$ cat src/rtl/spdif_tx_pkg.sv
`timescale 1ns/1ps
package spdif_tx_pkg;
    localparam int CELLS     = 64;
    localparam int CELL_W    = 6;
    localparam int AUDIO_W   = 24;
    localparam int PAYLOAD_W = 28;

    typedef enum logic [1:0] {PRE_B = 2'd0, PRE_M = 2'd1, PRE_W = 2'd2} pre_e;

    function automatic logic [7:0] pre_pattern(input pre_e p);
        case (p)
            PRE_B:   return 8'b1110_1000;
            PRE_M:   return 8'b1110_0010;
            default: return 8'b1110_0100;
        endcase
    endfunction
endpackage

$ cat src/rtl/spdif_tx_seq.sv
`timescale 1ns/1ps
module spdif_tx_seq
    import spdif_tx_pkg::*;
#(
    parameter int BLOCK_FRAMES = 192,
    parameter int FW           = $clog2(BLOCK_FRAMES)
) (
    input  logic              clk,
    input  logic              rst_n,
    input  logic              cell_en,
    input  logic              mono_en,
    output logic [CELL_W-1:0] cnt,
    output logic              boundary,
    output logic              nxt_sub_b,
    output logic [FW-1:0]     nxt_frame,
    output logic              fetch
);
    typedef struct packed {
        logic [CELL_W-1:0] cnt;
        logic              sub_b;
        logic [FW-1:0]     frame;
    } seq_t;

    seq_t st_q, st_d;

    always_comb begin
        st_d      = st_q;
        boundary  = cell_en && (st_q.cnt == CELL_W'(CELLS - 1));
        nxt_sub_b = ~st_q.sub_b;
        nxt_frame = st_q.frame;
        if (!nxt_sub_b)
            nxt_frame = (st_q.frame == FW'(BLOCK_FRAMES - 1)) ? '0 : st_q.frame + 1'b1;
        fetch = boundary && (mono_en || !nxt_sub_b);
        if (cell_en)
            st_d.cnt = st_q.cnt + 1'b1;
        if (boundary) begin
            st_d.sub_b = nxt_sub_b;
            st_d.frame = nxt_frame;
        end
    end

    always_ff @(posedge clk) begin
        if (!rst_n) begin
            st_q.cnt   <= CELL_W'(CELLS - 1);
            st_q.sub_b <= 1'b1;
            st_q.frame <= FW'(BLOCK_FRAMES - 1);
        end else begin
            st_q <= st_d;
        end
    end

    assign cnt = st_q.cnt;


    frame_range_chk: assert property (@(posedge clk) disable iff (!rst_n)
        st_q.frame < FW'(BLOCK_FRAMES));
endmodule

$ cat src/rtl/spdif_tx_frame.sv
`timescale 1ns/1ps
module spdif_tx_frame
    import spdif_tx_pkg::*;
#(
    parameter int SAMPLE_W = 24,
    parameter int CS_BITS  = 40,
    parameter int FW       = 8
) (
    input  logic                 clk,
    input  logic                 rst_n,
    input  logic                 fetch,
    input  logic                 nxt_sub_b,
    input  logic [FW-1:0]        nxt_frame,
    input  logic                 s_valid,
    input  logic [SAMPLE_W-1:0]  s_left,
    input  logic [SAMPLE_W-1:0]  s_right,
    input  logic [2:0]           bits_l,
    input  logic [2:0]           bits_r,
    input  logic                 cs_load,
    input  logic [CS_BITS-1:0]   cs_a,
    input  logic [CS_BITS-1:0]   cs_b,
    input  logic                 vld_a,
    input  logic                 vld_b,
    input  logic                 per_sample,
    input  logic                 mute,
    input  logic                 mono_en,
    input  logic                 mono_sel,
    output pre_e                 pre,
    output logic [PAYLOAD_W-1:0] payload,
    output logic                 underrun
);
    localparam int PAD = AUDIO_W - SAMPLE_W;
    localparam int CSW = $clog2(CS_BITS);

    // bits_* order: {user, validity, status}
    typedef struct packed {
        logic [SAMPLE_W-1:0] left;
        logic [SAMPLE_W-1:0] right;
        logic [2:0]          bl;
        logic [2:0]          br;
        logic [CS_BITS-1:0]  csa;
        logic [CS_BITS-1:0]  csb;
        logic                und;
    } hold_t;

    hold_t h_q, h_d;
    logic                sel_r;
    logic [SAMPLE_W-1:0] smp;
    logic [2:0]          sbits;
    logic [AUDIO_W-1:0]  a24;
    logic [CS_BITS-1:0]  cs_sel;
    logic                v_bit, u_bit, c_bit;

    always_comb begin
        h_d = h_q;
        if (fetch) begin
            if (s_valid) begin
                h_d.left  = s_left;
                h_d.right = s_right;
                h_d.bl    = bits_l;
                h_d.br    = bits_r;
                h_d.und   = 1'b0;
            end else begin
                h_d.und   = 1'b1;
            end
        end
        if (cs_load) begin
            h_d.csa = cs_a;
            h_d.csb = cs_b;
        end

        sel_r  = mono_en ? mono_sel : nxt_sub_b;
        smp    = sel_r ? h_d.right : h_d.left;
        sbits  = sel_r ? h_d.br : h_d.bl;
        a24    = mute ? '0 : (AUDIO_W'(smp) << PAD);
        cs_sel = nxt_sub_b ? h_q.csb : h_q.csa;
        if (per_sample) begin
            u_bit = sbits[2];
            v_bit = sbits[1];
            c_bit = sbits[0];
        end else begin
            u_bit = 1'b0;
            v_bit = nxt_sub_b ? vld_b : vld_a;
            c_bit = (nxt_frame < FW'(CS_BITS)) ? cs_sel[nxt_frame[CSW-1:0]] : 1'b0;
        end
        payload = {^{c_bit, u_bit, v_bit, a24}, c_bit, u_bit, v_bit, a24};
        if (nxt_sub_b)             pre = PRE_W;
        else if (nxt_frame == '0)  pre = PRE_B;
        else                       pre = PRE_M;
    end

    always_ff @(posedge clk) begin
        if (!rst_n) h_q <= '0;
        else        h_q <= h_d;
    end

    assign underrun = h_q.und;


    hold_stable_chk: assert property (@(posedge clk) disable iff (!rst_n)
        !$past(fetch) |-> $stable(h_q.left) && $stable(h_q.right));


    underrun_cause_chk: assert property (@(posedge clk) disable iff (!rst_n)
        $rose(h_q.und) |-> $past(fetch && !s_valid));
endmodule

$ cat src/rtl/spdif_tx_bmc.sv
`timescale 1ns/1ps
module spdif_tx_bmc
    import spdif_tx_pkg::*;
(
    input  logic                 clk,
    input  logic                 rst_n,
    input  logic                 cell_en,
    input  logic                 boundary,
    input  logic [CELL_W-1:0]    cnt,
    input  pre_e                 pre,
    input  logic [PAYLOAD_W-1:0] payload,
    output logic                 sdo
);
    typedef struct packed {
        logic [PAYLOAD_W-1:0] word;
        logic [7:0]           pat;
        logic                 sdo;
    } enc_t;

    enc_t e_q, e_d;
    logic [CELL_W-1:0] idx;
    logic [4:0]        woff;
    logic              bit_v;

    always_comb begin
        e_d   = e_q;
        idx   = cnt + 1'b1;
        woff  = idx[CELL_W-1:1] - 5'd4;
        bit_v = e_q.word[woff];
        if (boundary) begin
            e_d.word = payload;
            e_d.pat  = pre_pattern(pre) ^ {8{e_q.sdo}};
            e_d.sdo  = e_d.pat[7];
        end else if (cell_en) begin
            if (idx < CELL_W'(8))
                e_d.sdo = e_q.pat[3'd7 - idx[2:0]];
            else if (!idx[0] || bit_v)
                e_d.sdo = ~e_q.sdo;
        end
    end

    always_ff @(posedge clk) begin
        if (!rst_n) e_q <= '0;
        else        e_q <= e_d;
    end

    assign sdo = e_q.sdo;


    sdo_hold_chk: assert property (@(posedge clk) disable iff (!rst_n)
        !$past(cell_en) |-> $stable(e_q.sdo));


    word_parity_chk: assert property (@(posedge clk) disable iff (!rst_n)
        (^e_q.word) == 1'b0);
endmodule

$ cat src/rtl/spdif_tx.sv
`timescale 1ns/1ps
module spdif_tx
    import spdif_tx_pkg::*;
#(
    parameter int SAMPLE_W     = 24,
    parameter int CS_BITS      = 40,
    parameter int BLOCK_FRAMES = 192
) (
    input  logic                clk,
    input  logic                rst_n,
    input  logic                cell_en,
    input  logic                s_valid,
    output logic                s_ready,
    input  logic [SAMPLE_W-1:0] s_left,
    input  logic [SAMPLE_W-1:0] s_right,
    input  logic                s_ubit_l,
    input  logic                s_vbit_l,
    input  logic                s_cbit_l,
    input  logic                s_ubit_r,
    input  logic                s_vbit_r,
    input  logic                s_cbit_r,
    input  logic                cs_load,
    input  logic [CS_BITS-1:0]  cs_a,
    input  logic [CS_BITS-1:0]  cs_b,
    input  logic                vld_a,
    input  logic                vld_b,
    input  logic                per_sample,
    input  logic                mute,
    input  logic                mono_en,
    input  logic                mono_sel,
    output logic                sdo,
    output logic                underrun
);
    localparam int FW = $clog2(BLOCK_FRAMES);

    logic [CELL_W-1:0]    cnt;
    logic                 boundary, nxt_sub_b, fetch;
    logic [FW-1:0]        nxt_frame;
    pre_e                 pre;
    logic [PAYLOAD_W-1:0] payload;

    spdif_tx_seq #(.BLOCK_FRAMES(BLOCK_FRAMES), .FW(FW)) u_seq (
        .clk(clk), .rst_n(rst_n), .cell_en(cell_en), .mono_en(mono_en),
        .cnt(cnt), .boundary(boundary), .nxt_sub_b(nxt_sub_b),
        .nxt_frame(nxt_frame), .fetch(fetch)
    );

    spdif_tx_frame #(.SAMPLE_W(SAMPLE_W), .CS_BITS(CS_BITS), .FW(FW)) u_frame (
        .clk(clk), .rst_n(rst_n), .fetch(fetch), .nxt_sub_b(nxt_sub_b),
        .nxt_frame(nxt_frame), .s_valid(s_valid), .s_left(s_left), .s_right(s_right),
        .bits_l({s_ubit_l, s_vbit_l, s_cbit_l}), .bits_r({s_ubit_r, s_vbit_r, s_cbit_r}),
        .cs_load(cs_load), .cs_a(cs_a), .cs_b(cs_b), .vld_a(vld_a), .vld_b(vld_b),
        .per_sample(per_sample), .mute(mute), .mono_en(mono_en), .mono_sel(mono_sel),
        .pre(pre), .payload(payload), .underrun(underrun)
    );

    spdif_tx_bmc u_bmc (
        .clk(clk), .rst_n(rst_n), .cell_en(cell_en), .boundary(boundary),
        .cnt(cnt), .pre(pre), .payload(payload), .sdo(sdo)
    );

    assign s_ready = fetch;
endmodule

$ cat config.mk
export PLATFORM = sky130hd
export DESIGN_NAME = spdif_tx
export DESIGN_NICKNAME = d
export VERILOG_FILES = /design/src/rtl/spdif_tx_pkg.sv /design/src/rtl/spdif_tx_seq.sv /design/src/rtl/spdif_tx_frame.sv /design/src/rtl/spdif_tx_bmc.sv /design/src/rtl/spdif_tx.sv
export SDC_FILE = /design/constraint.sdc
export NUM_CORES = 1
export LEC_CHECK = 0
export ABC_AREA = 1
export BUFFER_PORTS_ARGS = -buffer_cell sky130_fd_sc_hd__buf_4
export CAP_MARGIN = 20
export CORE_UTILIZATION = 39
export CTS_BUF_LIST = sky130_fd_sc_hd__clkbuf_4 sky130_fd_sc_hd__clkbuf_8
export DETAILED_ROUTE_END_ITERATION = 10
export PLACE_DENSITY = 0.58
export SLEW_MARGIN = 10
export SYNTH_ARGS = -nofsm -noshare
export SYNTH_HDL_FRONTEND = slang
export SYNTH_SLANG_ARGS = --single-unit
$ cat constraint.sdc
create_clock -name clk -period 3 [get_ports clk]
set_input_delay 0.15 -clock clk [delete_from_list [all_inputs] [get_ports clk]]
set_output_delay 0.15 -clock clk [all_outputs]
set_load 0.02 [all_outputs]
==> results_dict.tcl <==
set metrics [dict create \
    outcome "finished clean" \
    detail_route.first_pass.iterations 5 \
    clkSlewWorstSetupHoldPaths_ps 120 \
    instances_no_fill 2115 \
    ctsHtreeMaxLevel 4 \
    cell_types_with_the_largest_area_share_after_synthesis "dfxtp_1 38%, nand2_1 19%, nor2_1 10%, o21ai_0 7.8%, nand3_1 4.4%" \
    hold_start "cs_load" \
    postCtsResizedCells 0 \
    grt_first_pass_wirelength_um 48700 \
    routed-via-count 10400 \
    yosysWarnings 0 \
    worst_ep_arrival_time_ps 3120 \
    r2r_setup_slack_ps 310 \
    floorplan.initialDensity 0.401 \
    slew_headroom 0.535 \
    design.final.nets 1926 \
    timing.critical_path.from_type "flip-flop" \
    irDropWorstVdd_mv 0.297 \
    final_layout_size_suffix_gt1_frac 0.143 \
    area_overhead_vs_synth_pct 27.1 \
    nature_of_the_critical_path_endpoint "flip-flop" \
    fillCellCount 2480 \
    async_reset_ff_frac 0 \
    period_minus_slack_ps 2690 \
    synth-main-ff-cell "dfxtp_1" \
    synth.avg_cell_area_sq_um 6.19 \
    leakage_nw 6.07 \
    netlist_instances 1584 \
    synth_enable_flop_cells 0 \
    dp_hpwl_um 19500 \
    holdPathEnd "u_frame.h_q[79]" \
    drt_first_iter_violations 784 \
    max_freq_mhz 371 \
    yosysSeqAreaShare 0.376 \
    regToRegStartpoint "u_seq.cnt[0]" \
    place_inst 1990 \
    required_ps 3430 \
    synth_top_area_cell "dfxtp_1" \
    worst_slack_ps 308 \
    io_buffers 147 \
    critical_path.reg2reg.endpoint "u_bmc.e_q[36]" \
    max_buffers_root_to_sink 2 \
    antenna_left 0 \
    tritoncts.num_buffers 17 \
    die_span_y_um 161 \
    timing_max_transition_violations_final 0 \
    timing.setup.tns_ps 0 \
    design.core.area_sq_um 24500 \
    reg2reg_depth 21 \
    post-route-drc-count 0 \
    final_core_utilization 0.509 \
    timing.hold.ws_ps 26.9 \
    number_of_global_route_vias_before_repair 9876 \
    final-hold-violation-count 0 \
    grt_overflow_total 0 \
    synthesis.area_sq_um 9800 \
    synth-seq-cells 184 \
    grt_antenna_before_repair 0 \
    io-pin-count 148 \
    routed_via_density 4.92 \
    worstSetupPathType "reg2reg" \
    post_synth_num_cell_types 41 \
    cts_tree "yes" \
    finalClockSkew_ps 20.7 \
    grt.total_usage 0.232 \
    routed_wirelength_um 29200 \
    worst_slew_pin_slew_ps 698 \
    maxCapViolCount 0 \
    routabilityCongestion 0.806 \
    wire_per_inst_um 13.8 \
    peak_fanout_along_the_critical_path 11 \
    number_of_cells_on_the_worst_hold_path 4 \
    place_worst_setup_slack_ps 258 \
    clk_root_buf "clkbuf_8" \
    synth_top_area_share 0.376 \
    setup-violations-final 0 \
    floorplan.die.width_um 161 \
    multi_input_area_sq_um 5260 \
    min_period_over_period 0.897 \
    antenna_cells_inserted 0 \
    insertion_delay_ps 490 \
    floorplan.die_area_sq_um 25800 \
    min-delay-path-class "in2reg" \
    cts.sinks 184 \
    synth_nets 1732 \
    register_area_sq_um 3680 \
    grt_setup_unrepaired "no" \
    grt_start_max_net_pins 77 \
    row_count 57 \
    powerDensity_nw_per_um2 510 \
]
## placed cells by master (no fill, tap or decap), types with 4 or more instances in the layout
cell type,n
nand2_1,501
nor2_1,272
dfxtp_1,184
buf_4,174
o21ai_0,153
inv_1,103
dlygate4sd3_1,91
nand3_1,86
a21oi_1,85
o21ai_1,18
clkbuf_8,17
nand3_2,12
inv_2,10
o21ai_2,7
o211ai_1,6
o22ai_1,6
inv_8,6
nand4_1,5
nand2_2,5
nor2_2,5
a211o_1,4
## critical path, cell delays in order, from the launching register on
cell and delay, ps:
dfxtp_1 420, ha_1 240, nand3_2 120, nor2_4 130, nand3_4 170, inv_1 220, nand2_1 100, a21oi_1 310
nor2_2 110, inv_2 80, nand2_1 40, nand2_1 70, nand2_1 60, nand2_1 100, nand2_1 60, nand2_1 70
nand2_1 60, nand2_1 70, nand2_1 50, nand3_1 70, nand2_1 50, inv_1 40
## layout make-up
| type | count | area share |
|---|---|---|
| multi-input cells | 1194 | 0.423 |
| inverters | 113 | 0.0341 |
| clock inverters | 14 | 0.0125 |
| well taps | 324 | 0.0326 |
| repair buffers | 268 | 0.183 |
| flip-flops and latches | 184 | 0.296 |
| clock buffers | 18 | 0.0194 |
## stage by stage
| stage | cell area (sq um) | total power [mW] |
|---|---|---|
| 2_1_floorplan | 9800 | 4.04 |
| 4_1_cts | 12400 | 6.38 |
| 3_5_place_dp | 11100 | 4.58 |
| 3_3_place_gp | 11100 | 4.56 |
| 6_report | 12500 | 6.35 |
| 5_1_grt | 12500 | 6.78 |
## per-layer routing
layer  GRT usage  vias to the layer above  share of wire  wire length, um
met4      0.0636                        0          0.013              386
met2       0.384                      232           0.46            13500
met1       0.315                     4740           0.48            14200
met3      0.0310                       28          0.040             1170
met5           0                        -              0                0
li1            -                     5407              -                -
## worst max path at each step
stage	from	to	cells after the start
global placement	u_seq.cnt[0]	u_bmc.e_q[36]	23
CTS	u_seq.cnt[0]	u_bmc.e_q[36]	23
floorplan	u_seq.cnt[0]	u_bmc.e_q[36]	21
finish	u_seq.cnt[0]	u_bmc.e_q[36]	21
global route	u_seq.cnt[0]	u_bmc.e_q[36]	23
detailed placement	u_seq.cnt[0]	u_bmc.e_q[36]	23
## report_power, final
part	total [mW]	internal [mW]	leakage (nW)	switching, mW
Combinational	1.90	0.735	4.36	1.17
Sequential	2.73	2.64	1.52	0.0927
Clock	1.71	0.641	0.201	1.07
Total	6.35	4.01	6.07	2.33
## cells by family (layout without fill, tap and decap cells)
| group | count (synthesis) | count (layout) | synth area share |
|---|---|---|---|
| fa+ha+maj | 3 | 3 | 0.00383 |
| compound gates | 291 | 291 | 0.159 |
| buf+inv | 206 | 413 | 0.0876 |
| flops | 184 | 184 | 0.376 |
| xor+xnor | 2 | 2 | 0.00179 |
| simple gates | 898 | 898 | 0.372 |
## Yosys cell counts (2+ instances only)
| cell type | instances |
|---|---|
| a211o_1 | 4 |
| a21oi_1 | 85 |
| a31oi_1 | 3 |
| buf_1 | 4 |
| buf_2 | 20 |
| buf_4 | 2 |
| buf_6 | 7 |
| clkbuf_1 | 60 |
| dfxtp_1 | 184 |
| ha_1 | 3 |
| inv_1 | 104 |
| inv_2 | 8 |
| nand2_1 | 501 |
| nand2_2 | 5 |
| nand3_1 | 86 |
| nand3_2 | 12 |
| nand3b_1 | 3 |
| nand4_1 | 5 |
| nor2_1 | 273 |
| nor2_2 | 5 |
| nor2_4 | 2 |
| o211ai_1 | 6 |
| o21ai_0 | 153 |
| o21ai_1 | 18 |
| o21ai_2 | 7 |
| o221ai_1 | 2 |
| o22ai_1 | 6 |
| or2_2 | 3 |
## state kept, by name, indices dropped and copies added (netlist names)
name / cells
u_frame.underrun: 1
u_seq.cnt: 6
u_bmc.e_q: 33
u_bmc.sdo: 1
u_frame.h_q: 134
u_seq.st_q: 9
## timing repair
action,4_1_cts,5_1_grt
setup buffers,0,2
setup endpoints to repair,0,1
hold buffers,91,0
hold endpoints to repair,87,0
Note: power is estimated with default switching activity, not from simulation.
